[config.mk]
export PLATFORM = sky130hd
export DESIGN_NAME = pin_change_detect
export DESIGN_NICKNAME = d
export VERILOG_FILES = /design/src/rtl/pcd_pkg.sv /design/src/rtl/pcd_rst_sync.sv /design/src/rtl/pcd_snapshot.sv /design/src/rtl/pcd_mismatch.sv /design/src/rtl/pcd_flag.sv /design/src/rtl/pin_change_detect.sv
export SDC_FILE = /design/constraint.sdc
export NUM_CORES = 1
export LEC_CHECK = 0
export BUFFER_PORTS_ARGS = -buffer_cell sky130_fd_sc_hd__buf_2
export CAP_MARGIN = 20
export CORE_UTILIZATION = 45
export DETAILED_ROUTE_END_ITERATION = 6
export PLACE_DENSITY = 0.69
export SLEW_MARGIN = 5
export SYNTH_ARGS = -nofsm -noshare
export SYNTH_HDL_FRONTEND = slang
export SYNTH_SLANG_ARGS = --single-unit
[constraint.sdc]
create_clock -name clk -period 1.15 [get_ports clk]
set_input_delay 0.0575 -clock clk [delete_from_list [all_inputs] [get_ports clk]]
set_output_delay 0.0575 -clock clk [all_outputs]
set_load 0.01 [all_outputs]
[src/rtl/pcd_pkg.sv]
package pcd_pkg;

  localparam int PCD_DEF_PINS   = 6;
  localparam int PCD_SYNC_STAGE = 2;

  typedef enum logic [1:0] {
    FLAG_HOLD  = 2'd0,
    FLAG_SET   = 2'd1,
    FLAG_CLEAR = 2'd2
  } flag_op_e;

endpackage

[src/rtl/pcd_rst_sync.sv]
module pcd_rst_sync #(
  parameter int STAGES = 2
) (
  input  logic clk,
  input  logic arst_n,
  output logic srst_n
);

  logic [STAGES-1:0] chain_q;
  logic [STAGES-1:0] chain_d;

  generate
    if (STAGES == 1) begin : g_single
      always_comb chain_d = 1'b1;
    end else begin : g_multi
      always_comb chain_d = {chain_q[STAGES-2:0], 1'b1};
    end
  endgenerate

  always_ff @(posedge clk or negedge arst_n) begin
    if (!arst_n) chain_q <= '0;
    else         chain_q <= chain_d;
  end

  assign srst_n = chain_q[STAGES-1];

endmodule

[src/rtl/pcd_snapshot.sv]
module pcd_snapshot #(
  parameter int NPINS = 6
) (
  input  logic             clk,
  input  logic             por_rst_n,
  input  logic [NPINS-1:0] pins_i,
  input  logic             port_acc_i,
  input  logic             en_we_i,
  input  logic [NPINS-1:0] en_d_i,
  output logic [NPINS-1:0] snap_o,
  output logic             snap_vld_o,
  output logic [NPINS-1:0] en_o
);

  logic [NPINS-1:0] snap_q, snap_d;
  logic [NPINS-1:0] en_q, en_d;
  logic             vld_q, vld_d;
  logic             snap_ce;

  // Reference copy loads on the first clock after power-on and on every access.
  always_comb begin
    snap_ce = port_acc_i | ~vld_q;
    snap_d  = snap_ce ? pins_i : snap_q;
    vld_d   = 1'b1;
    en_d    = en_we_i ? en_d_i : en_q;
  end

  always_ff @(posedge clk or negedge por_rst_n) begin
    if (!por_rst_n) begin
      snap_q <= '0;
      vld_q  <= 1'b0;
      en_q   <= '0;
    end else begin
      snap_q <= snap_d;
      vld_q  <= vld_d;
      en_q   <= en_d;
    end
  end

  assign snap_o     = snap_q;
  assign snap_vld_o = vld_q;
  assign en_o       = en_q;

endmodule

[src/rtl/pcd_mismatch.sv]
module pcd_mismatch #(
  parameter int NPINS = 6
) (
  input  logic [NPINS-1:0] pins_i,
  input  logic [NPINS-1:0] snap_i,
  input  logic [NPINS-1:0] en_i,
  input  logic             snap_vld_i,
  output logic [NPINS-1:0] diff_o,
  output logic             any_o
);

  generate
    for (genvar g = 0; g < NPINS; g++) begin : g_pin
      assign diff_o[g] = en_i[g] & snap_vld_i & (pins_i[g] ^ snap_i[g]);
    end
  endgenerate

  assign any_o = |diff_o;

endmodule

[src/rtl/pcd_flag.sv]
module pcd_flag
  import pcd_pkg::*;
(
  input  logic clk,
  input  logic sys_rst_n,
  input  logic set_i,
  input  logic clr_i,
  output logic flag_o
);

  flag_op_e op;
  logic     flag_q, flag_d;

  // Setting has priority over clearing.
  always_comb begin
    if (set_i)      op = FLAG_SET;
    else if (clr_i) op = FLAG_CLEAR;
    else            op = FLAG_HOLD;
    case (op)
      FLAG_SET:   flag_d = 1'b1;
      FLAG_CLEAR: flag_d = 1'b0;
      default:    flag_d = flag_q;
    endcase
  end

  always_ff @(posedge clk or negedge sys_rst_n) begin
    if (!sys_rst_n) flag_q <= 1'b0;
    else            flag_q <= flag_d;
  end

  assign flag_o = flag_q;

endmodule

[src/rtl/pin_change_detect.sv]
module pin_change_detect
  import pcd_pkg::*;
#(
  parameter int NPINS       = PCD_DEF_PINS,
  parameter int SYNC_STAGES = PCD_SYNC_STAGE
) (
  input  logic             clk,
  input  logic             por_n,
  input  logic             rst_n,
  input  logic [NPINS-1:0] pins_i,
  input  logic             en_we_i,
  input  logic [NPINS-1:0] en_d_i,
  input  logic             port_acc_i,
  input  logic             clr_i,
  output logic             flag_o,
  output logic             wake_o
);

  logic             por_rst_n_s;
  logic             sys_rst_n_s;
  logic             sys_arst_n;
  logic [NPINS-1:0] snap_q;
  logic             snap_vld;
  logic [NPINS-1:0] en_q;
  logic [NPINS-1:0] diff_vec;
  logic             any_mism;
  logic             flag_q;

  assign sys_arst_n = por_n & rst_n;

  pcd_rst_sync #(.STAGES(SYNC_STAGES)) i_por_sync (
    .clk    (clk),
    .arst_n (por_n),
    .srst_n (por_rst_n_s)
  );

  pcd_rst_sync #(.STAGES(SYNC_STAGES)) i_sys_sync (
    .clk    (clk),
    .arst_n (sys_arst_n),
    .srst_n (sys_rst_n_s)
  );

  pcd_snapshot #(.NPINS(NPINS)) i_snap (
    .clk        (clk),
    .por_rst_n  (por_rst_n_s),
    .pins_i     (pins_i),
    .port_acc_i (port_acc_i),
    .en_we_i    (en_we_i),
    .en_d_i     (en_d_i),
    .snap_o     (snap_q),
    .snap_vld_o (snap_vld),
    .en_o       (en_q)
  );

  pcd_mismatch #(.NPINS(NPINS)) i_cmp (
    .pins_i     (pins_i),
    .snap_i     (snap_q),
    .en_i       (en_q),
    .snap_vld_i (snap_vld),
    .diff_o     (diff_vec),
    .any_o      (any_mism)
  );

  pcd_flag i_flag (
    .clk       (clk),
    .sys_rst_n (sys_rst_n_s),
    .set_i     (any_mism),
    .clr_i     (clr_i),
    .flag_o    (flag_q)
  );

  assign flag_o = flag_q;
  assign wake_o = flag_q;

endmodule

==> results.py, run 1 <==
metrics = {
    "outcome": {
        "status": "completed",
    },
    "clocking": {
        "clockRootBuffer": "clkbuf_4",
        "htreeDepth": 1,
        "cts_max_path_buffers": 2,
        "clkTransAtPathRegs_ns": 0.11,
        "clock_sinks": 18,
        "cts_tree": "done",
        "clk_latency_ns": 0.30,
        "numCtsBuffers": 3,
    },
    "synth": {
        "yosysTopAreaCellShare_pct": 59.5,
        "yosysTopAreaCell": "dfrtp_1",
        "synthTopCellsByArea": "dfrtp_1 (60%), mux2_4 (12%), mux2_2 (8.9%)",
        "yosysSeqAreaShare_pct": 59.5,
        "ys_seq_elements": 18,
        "post_synth_num_cell_types": 15,
        "yosysWarnings": 0,
        "syn_inst": 50,
        "avgSynthCellArea_um2": 15.1,
        "syn-cell-area_um2": 757,
    },
    "route": {
        "avgViaCountPerCell": 4.74,
        "route.detailed.drc": 0,
        "wl_per_cell_um": 12.3,
        "drtIter0Drc": 8,
        "first_pass_iters": 3,
        "dr_total_vias": 483,
        "wl_mm": 1.25,
        "postRouteAntennaNets": 0,
    },
    "hold_path": {
        "hold_path.class": "register to asynchronous set/reset pin",
    },
    "job": {
        "drv_cap": 0,
    },
    "floorplanning": {
        "die_h_um": 43.0,
        "die_area_um2": 1850,
        "initial_core_util_pct": 49.1,
        "num_rows": 14,
        "io-pin-count": 20,
        "fp.coreArea_um2": 1540,
        "die_x_um": 43.0,
    },
    "pwr": {
        "pwr-share-seq_pct": 54.8,
        "switchingPower_w": 0.000317,
        "p_leak_nw": 0.499,
        "peakVddDrop_mv": 1.06,
        "clkPwrFrac_pct": 30.1,
        "power.density_nw_per_um2": 1300,
        "internal_power_w": 0.00101,
        "swShare_pct": 23.8,
        "power_frac_comb_pct": 15.1,
    },
    "setup_path": {
        "critPathRequiredTime_ns": 1.34,
        "crit_path_end_kind": "register",
        "critPathMaxFanout": 6,
        "worst_setup_path_start_kind": "register",
        "crit_type": "register to register",
        "rr_worst_depth": 3,
        "arrival_ns": 1.29,
    },
    "placed_design": {
        "gp_congestion": 0.714,
        "dpl-instance-area_um2": 871,
        "io_buffer_count": 19,
        "dpl.hpwl_um": 859,
        "pre_cts_ws_ns": 0.0524,
    },
    "cells_and_area": {
        "drive_gt1_share_pct": 47.7,
        "final_cell_mix": "buf_2 (19), dfrtp_1 (17), dlygate4sd3_1 (11)",
        "area_growth_pct": 35.5,
        "finalInstanceArea_um2": 1030,
        "layout_commonest_cell": "buf_2",
        "diodes": 0,
        "fin_nets": 105,
    },
    "sta": {
        "relSlewSlack_pct": 65.5,
        "min_period_ns": 1.10,
        "finalClockSkew_ns": 0.00564,
        "fmax_mhz": 911,
        "worstMarginPinSlew_ns": 0.518,
        "hold_violations": 0,
        "rsz0062_at_grt": "false",
        "final.setup.worst_slack_ns": 0.0526,
        "fin_worst_hold_slack_ns": 0.00735,
        "finalSetupTns_ns": 0,
        "maxSlewViolCount": 0,
        "setup_viol": 0,
        "fin_crit_sh_pct": 95.4,
    },
    "global_route": {
        "grt.total_usage_pct": 17.5,
        "antenna_found_initial": 0,
        "grt_pass1_wl_mm": 2.28,
        "grt_overflow_total": 0,
        "grt_pass1_vias": 548,
        "grt_max_degree": 14,
    },
}
kinds of logic (layout without fill, tap and decap cells):
logic type	count (synthesis)	in the layout	synth area share, %
XOR/XNOR	6	6	6.94
multiplexers	12	12	20.8
flip-flops	18	18	59.5
AO/OA/AOI/OAI	3	3	3.47
AND/OR/NAND/NOR	6	6	5.12
other	1	3	0.495
buffers and inverters	4	38	3.64
critical path, stage by stage (launching register included):
cell and delay, ns:
dfrtp_2 0.45, nand2b_1 0.10, buf_4 0.15, mux2_4 0.29
flip-flops by register name (all words and copies together) (netlist names):
register	cells
i_sys_sync.chain_q	2
i_snap.en_o	6
i_por_sync.chain_q	2
i_flag.flag_o	1
i_snap.snap_vld_o	1
i_snap.snap_o	6
cell usage after synthesis, drive strengths merged:
| library cell | instances |
|---|---|
| nand2b | 1 |
| nand3 | 1 |
| nand4 | 1 |
| dfrtp | 18 |
| and2 | 3 |
| conb | 1 |
| mux2 | 12 |
| buf | 3 |
| xor2 | 6 |
| a32oi | 3 |
| inv | 1 |
layout make-up:
cell class              instances  area, µm²
flip-flops and latches         18        452
fillers                       124        515
clock buffers                   4       36.3
well taps                      16       20.0
multi-input cells              30        287
repair buffers                 33        228
inverters                       1       3.75
per-stage QoR:
stage / utilization (%) / power, W / std cells
6_report: 66.6 / 0.00133 / 102
5_1_grt: 66.6 / 0.00141 / 102
4_1_cts: 64.7 / 0.00133 / 99
3_5_place_dp: 56.5 / 0.000914 / 86
3_3_place_gp: 56.5 / 0.000909 / 86
2_1_floorplan: - / 0.000854 / 52
path summary, 6_finish.rpt:
| path | from | slack, ns | endpoint |
|---|---|---|---|
| min in group clk | pins_i[1] | 0.01 | i_snap.snap_o[1]$_DFFE_PN0P_ |
| hold reg to reg | i_sys_sync.chain_q[1]$_DFF_PN0_ | 0.007 | i_flag.flag_o$_DFFE_PN0P_ |
| setup / recovery | i_snap.snap_vld_o$_DFF_PN0_ | 0.05 | i_snap.snap_o[5]$_DFFE_PN0P_ |
| setup reg to reg | i_snap.snap_vld_o$_DFF_PN0_ | 0.05 | i_snap.snap_o[5]$_DFFE_PN0P_ |
| hold / removal | i_sys_sync.chain_q[1]$_DFF_PN0_ | 0.007 | i_flag.flag_o$_DFFE_PN0P_ |
| max in group asynchronous | i_por_sync.chain_q[1]$_DFF_PN0_ | 0.57 | i_snap.snap_vld_o$_DFF_PN0_ |
metal layers:
layer,vias up,routed length (µm),GRT usage [%]
met1,228,569,21.2
met3,3,52,5.53
met4,0,27,9.09
met2,13,601,27.9
met5,-,0,0
li1,239,-,-
what timing repair did:
action                                  in CTS  in global routing
hold endpoints to repair                    11                  2
gates resized for setup                      0                  1
endpoints found under the setup margin       0                  4
buffers inserted                             0                  1
hold buffers                                 9                  2
power by group through the flow:
| stage | sequential (W) | clock [W] | combinational (W) |
|---|---|---|---|
| detailed placement | 0.000744 | 0 | 0.000170 |
| CTS | 0.000731 | 0.000407 | 0.000194 |
| floorplan | 0.000735 | 0 | 0.000118 |
| global placement | 0.000742 | 0 | 0.000167 |
| finish | 0.000730 | 0.000401 | 0.000201 |
| global route | 0.000741 | 0.000444 | 0.000224 |
(Power assumes the default switching activity.)
==> inputs of run 2 (changes only) <==
- ABC_AREA: default -> 1
- PLACE_DENSITY: 0.69 -> 0.68
==> results.py, run 2 <==
metrics = {
    "cells_and_area": {
        "final_cell_mix": "nand2_1 (27), buf_2 (19), dfrtp_1 (18)",
        "diodes": 0,
        "fin_nets": 143,
        "final_core_util_pct": 64.2,
        "final-seq-area_um2": 450,
        "area_growth_pct": 33.9,
        "multi_input_area_um2": 293,
        "layout_commonest_cell": "nand2_1",
        "fillers": 149,
        "drive_gt1_share_pct": 29.8,
    },
    "pwr": {
        "peakVddDrop_mv": 0.890,
        "power.density_nw_per_um2": 1220,
        "p_leak_nw": 0.607,
    },
    "hold_path": {
        "hold_path.class": "register to asynchronous set/reset pin",
    },
    "placed_design": {
        "gp_congestion": 0.724,
        "io_buffer_count": 19,
        "dpl.hpwl_mm": 1.11,
    },
    "synth": {
        "synthArstFlopShare_pct": 100,
        "syn_inst": 89,
        "yosys-top-cells-count": "nand2_1 (27), dfrtp_1 (18), inv_1 (17)",
        "synthTopCellsByArea": "dfrtp_1 (55%), nand2_1 (12%), mux2_2 (8.2%)",
        "yosysWarnings": 0,
        "ys.flop_type": "dfrtp_1",
        "synth-edff-count": 0,
        "synth_most_common_cell": "nand2_1",
        "yosysTopAreaCellShare_pct": 55.0,
        "yosysTopAreaCell": "dfrtp_1",
        "avgSynthCellArea_um2": 9.21,
        "post_synth_num_cell_types": 13,
        "ys_seq_elements": 18,
        "syn-cell-area_um2": 820,
        "yosysSeqAreaShare_pct": 55.0,
    },
    "sta": {
        "finalSetupTns_ns": 0,
        "setup_viol": 0,
        "finalClockSkew_ns": 0.00276,
        "maxSlewViolCount": 0,
        "rsz0062_at_grt": "false",
        "fmax_mhz": 1040,
        "hold_violations": 0,
        "relSlewSlack_pct": 65.2,
        "worstMarginPinSlew_ns": 0.522,
        "min_period_ns": 0.964,
        "fin_crit_sh_pct": 83.9,
    },
    "route": {
        "avgViaCountPerCell": 4.30,
        "drt-met1-wl_um": 681,
        "wl_per_cell_um": 9.70,
        "route.detailed.drc": 0,
        "first_pass_iters": 4,
        "postRouteAntennaNets": 0,
        "wl_mm": 1.45,
        "dr.max_layer_used": "met4",
        "dr_total_vias": 641,
        "drtIter0Drc": 13,
        "met3_length_um": 60,
        "wl_met2_um": 673,
    },
    "setup_path": {
        "worst_setup_path_start_kind": "register",
        "arrival_ns": 1.16,
        "crit_path_end_kind": "register",
        "critPathMaxFanout": 7,
        "crit_type": "register to register",
        "worstSetupStartpoint": "i_snap.snap_vld_o$_DFF_PN0_",
        "reg2reg_slack_ns": 0.19,
        "critPathRequiredTime_ns": 1.35,
        "crit-reg2reg-launch": "i_snap.snap_vld_o$_DFF_PN0_",
    },
    "job": {
        "drv_cap": 0,
    },
    "global_route": {
        "grt_pass1_wl_mm": 2.37,
        "grt_max_degree": 14,
        "grt_pass1_vias": 579,
        "grt_overflow_total": 0,
        "antenna_found_initial": 0,
        "grt.total_usage_pct": 17.1,
    },
    "clocking": {
        "htreeDepth": 1,
        "cts_max_path_buffers": 2,
        "cts_setup_buffers": 0,
        "clockRootBuffer": "clkbuf_4",
        "clkTransAtPathRegs_ns": 0.10,
        "clk_latency_ns": 0.30,
        "clock_sinks": 18,
        "cts_tree": "done",
        "numCtsBuffers": 3,
    },
    "floorplanning": {
        "io-pin-count": 20,
        "num_rows": 15,
        "initial_core_util_pct": 48.0,
        "die_h_um": 44.7,
        "die_area_um2": 2000,
        "die_x_um": 44.7,
        "fp.coreArea_um2": 1710,
    },
    "outcome": {
        "status": "completed",
    },
}
## run 2: critical path, cell delays in order (launching register included)
cell and delay, ns:
dfrtp_1 0.46, nand2_2 0.11, mux2_4 0.29
## run 2: layer usage
layer,vias to the layer above,GRT usage (%)
met2,18,28.2
met4,0,7.27
met3,2,3.67
met5,-,0
li1,335,-
met1,286,21.8
## run 2: kinds of logic after synthesis
family          synth area share, %
mux                            10.1
simple gates                   18.9
other cells                   0.458
compound gates                 5.34
flops                          55.0
buf+inv                        10.2
## run 2: final timing paths
kind / endpoint / cells after the start
hold / removal: i_flag.flag_o$_DFFE_PN0P_ / 0
setup reg to reg: i_snap.snap_o[2]$_DFFE_PN0P_ / 2
max in group asynchronous: i_snap.snap_o[1]$_DFFE_PN0P_ / 0
setup / recovery: i_snap.snap_o[2]$_DFFE_PN0P_ / 2
min in group clk: i_snap.en_o[3]$_DFFE_PN0P_ / 2
hold reg to reg: i_flag.flag_o$_DFFE_PN0P_ / 0
## run 2: final cells by class
cell class / instances / area share, %
clock buffers: 4 / 3.31
repair buffers: 32 / 20.3
multi-input cells: 53 / 26.7
well taps: 25 / 2.85
inverters: 17 / 5.82
flip-flops and latches: 18 / 41.0
## run 2: power breakdown
group / leakage (nW) / switching (W) / internal (W)
registers: 0.211 / 0.0000395 / 0.000686
clock network: 0.0210 / 0.000205 / 0.000193
logic: 0.375 / 0.0000967 / 0.000117
## run 2: stage by stage
| stage | worst slack (ns) | hold slack (ns) | total power, W | std cells | area (µm²) |
|---|---|---|---|---|---|
| 4_1_cts | 0.185 | 0.000636 | 0.00136 | 149 | 1100 |
| 5_1_grt | 0.0991 | 0.00264 | 0.00141 | 149 | 1100 |
| 3_5_place_dp | 0.199 | -0.147 | 0.000925 | 133 | 941 |
| 6_report | 0.186 | 0.00770 | 0.00134 | 149 | 1100 |
| 3_3_place_gp | 0.213 | -0.150 | 0.000915 | 133 | 941 |
| 2_1_floorplan | 0.228 | -0.238 | 0.000858 | 91 | 827 |
## run 2: timing repair
action | 4_1_cts | 5_1_grt
hold buffers | 12 | 0
hold endpoints to repair | 14 | 0
endpoints found under the setup margin | 0 | 0
gates resized for setup | 0 | 0
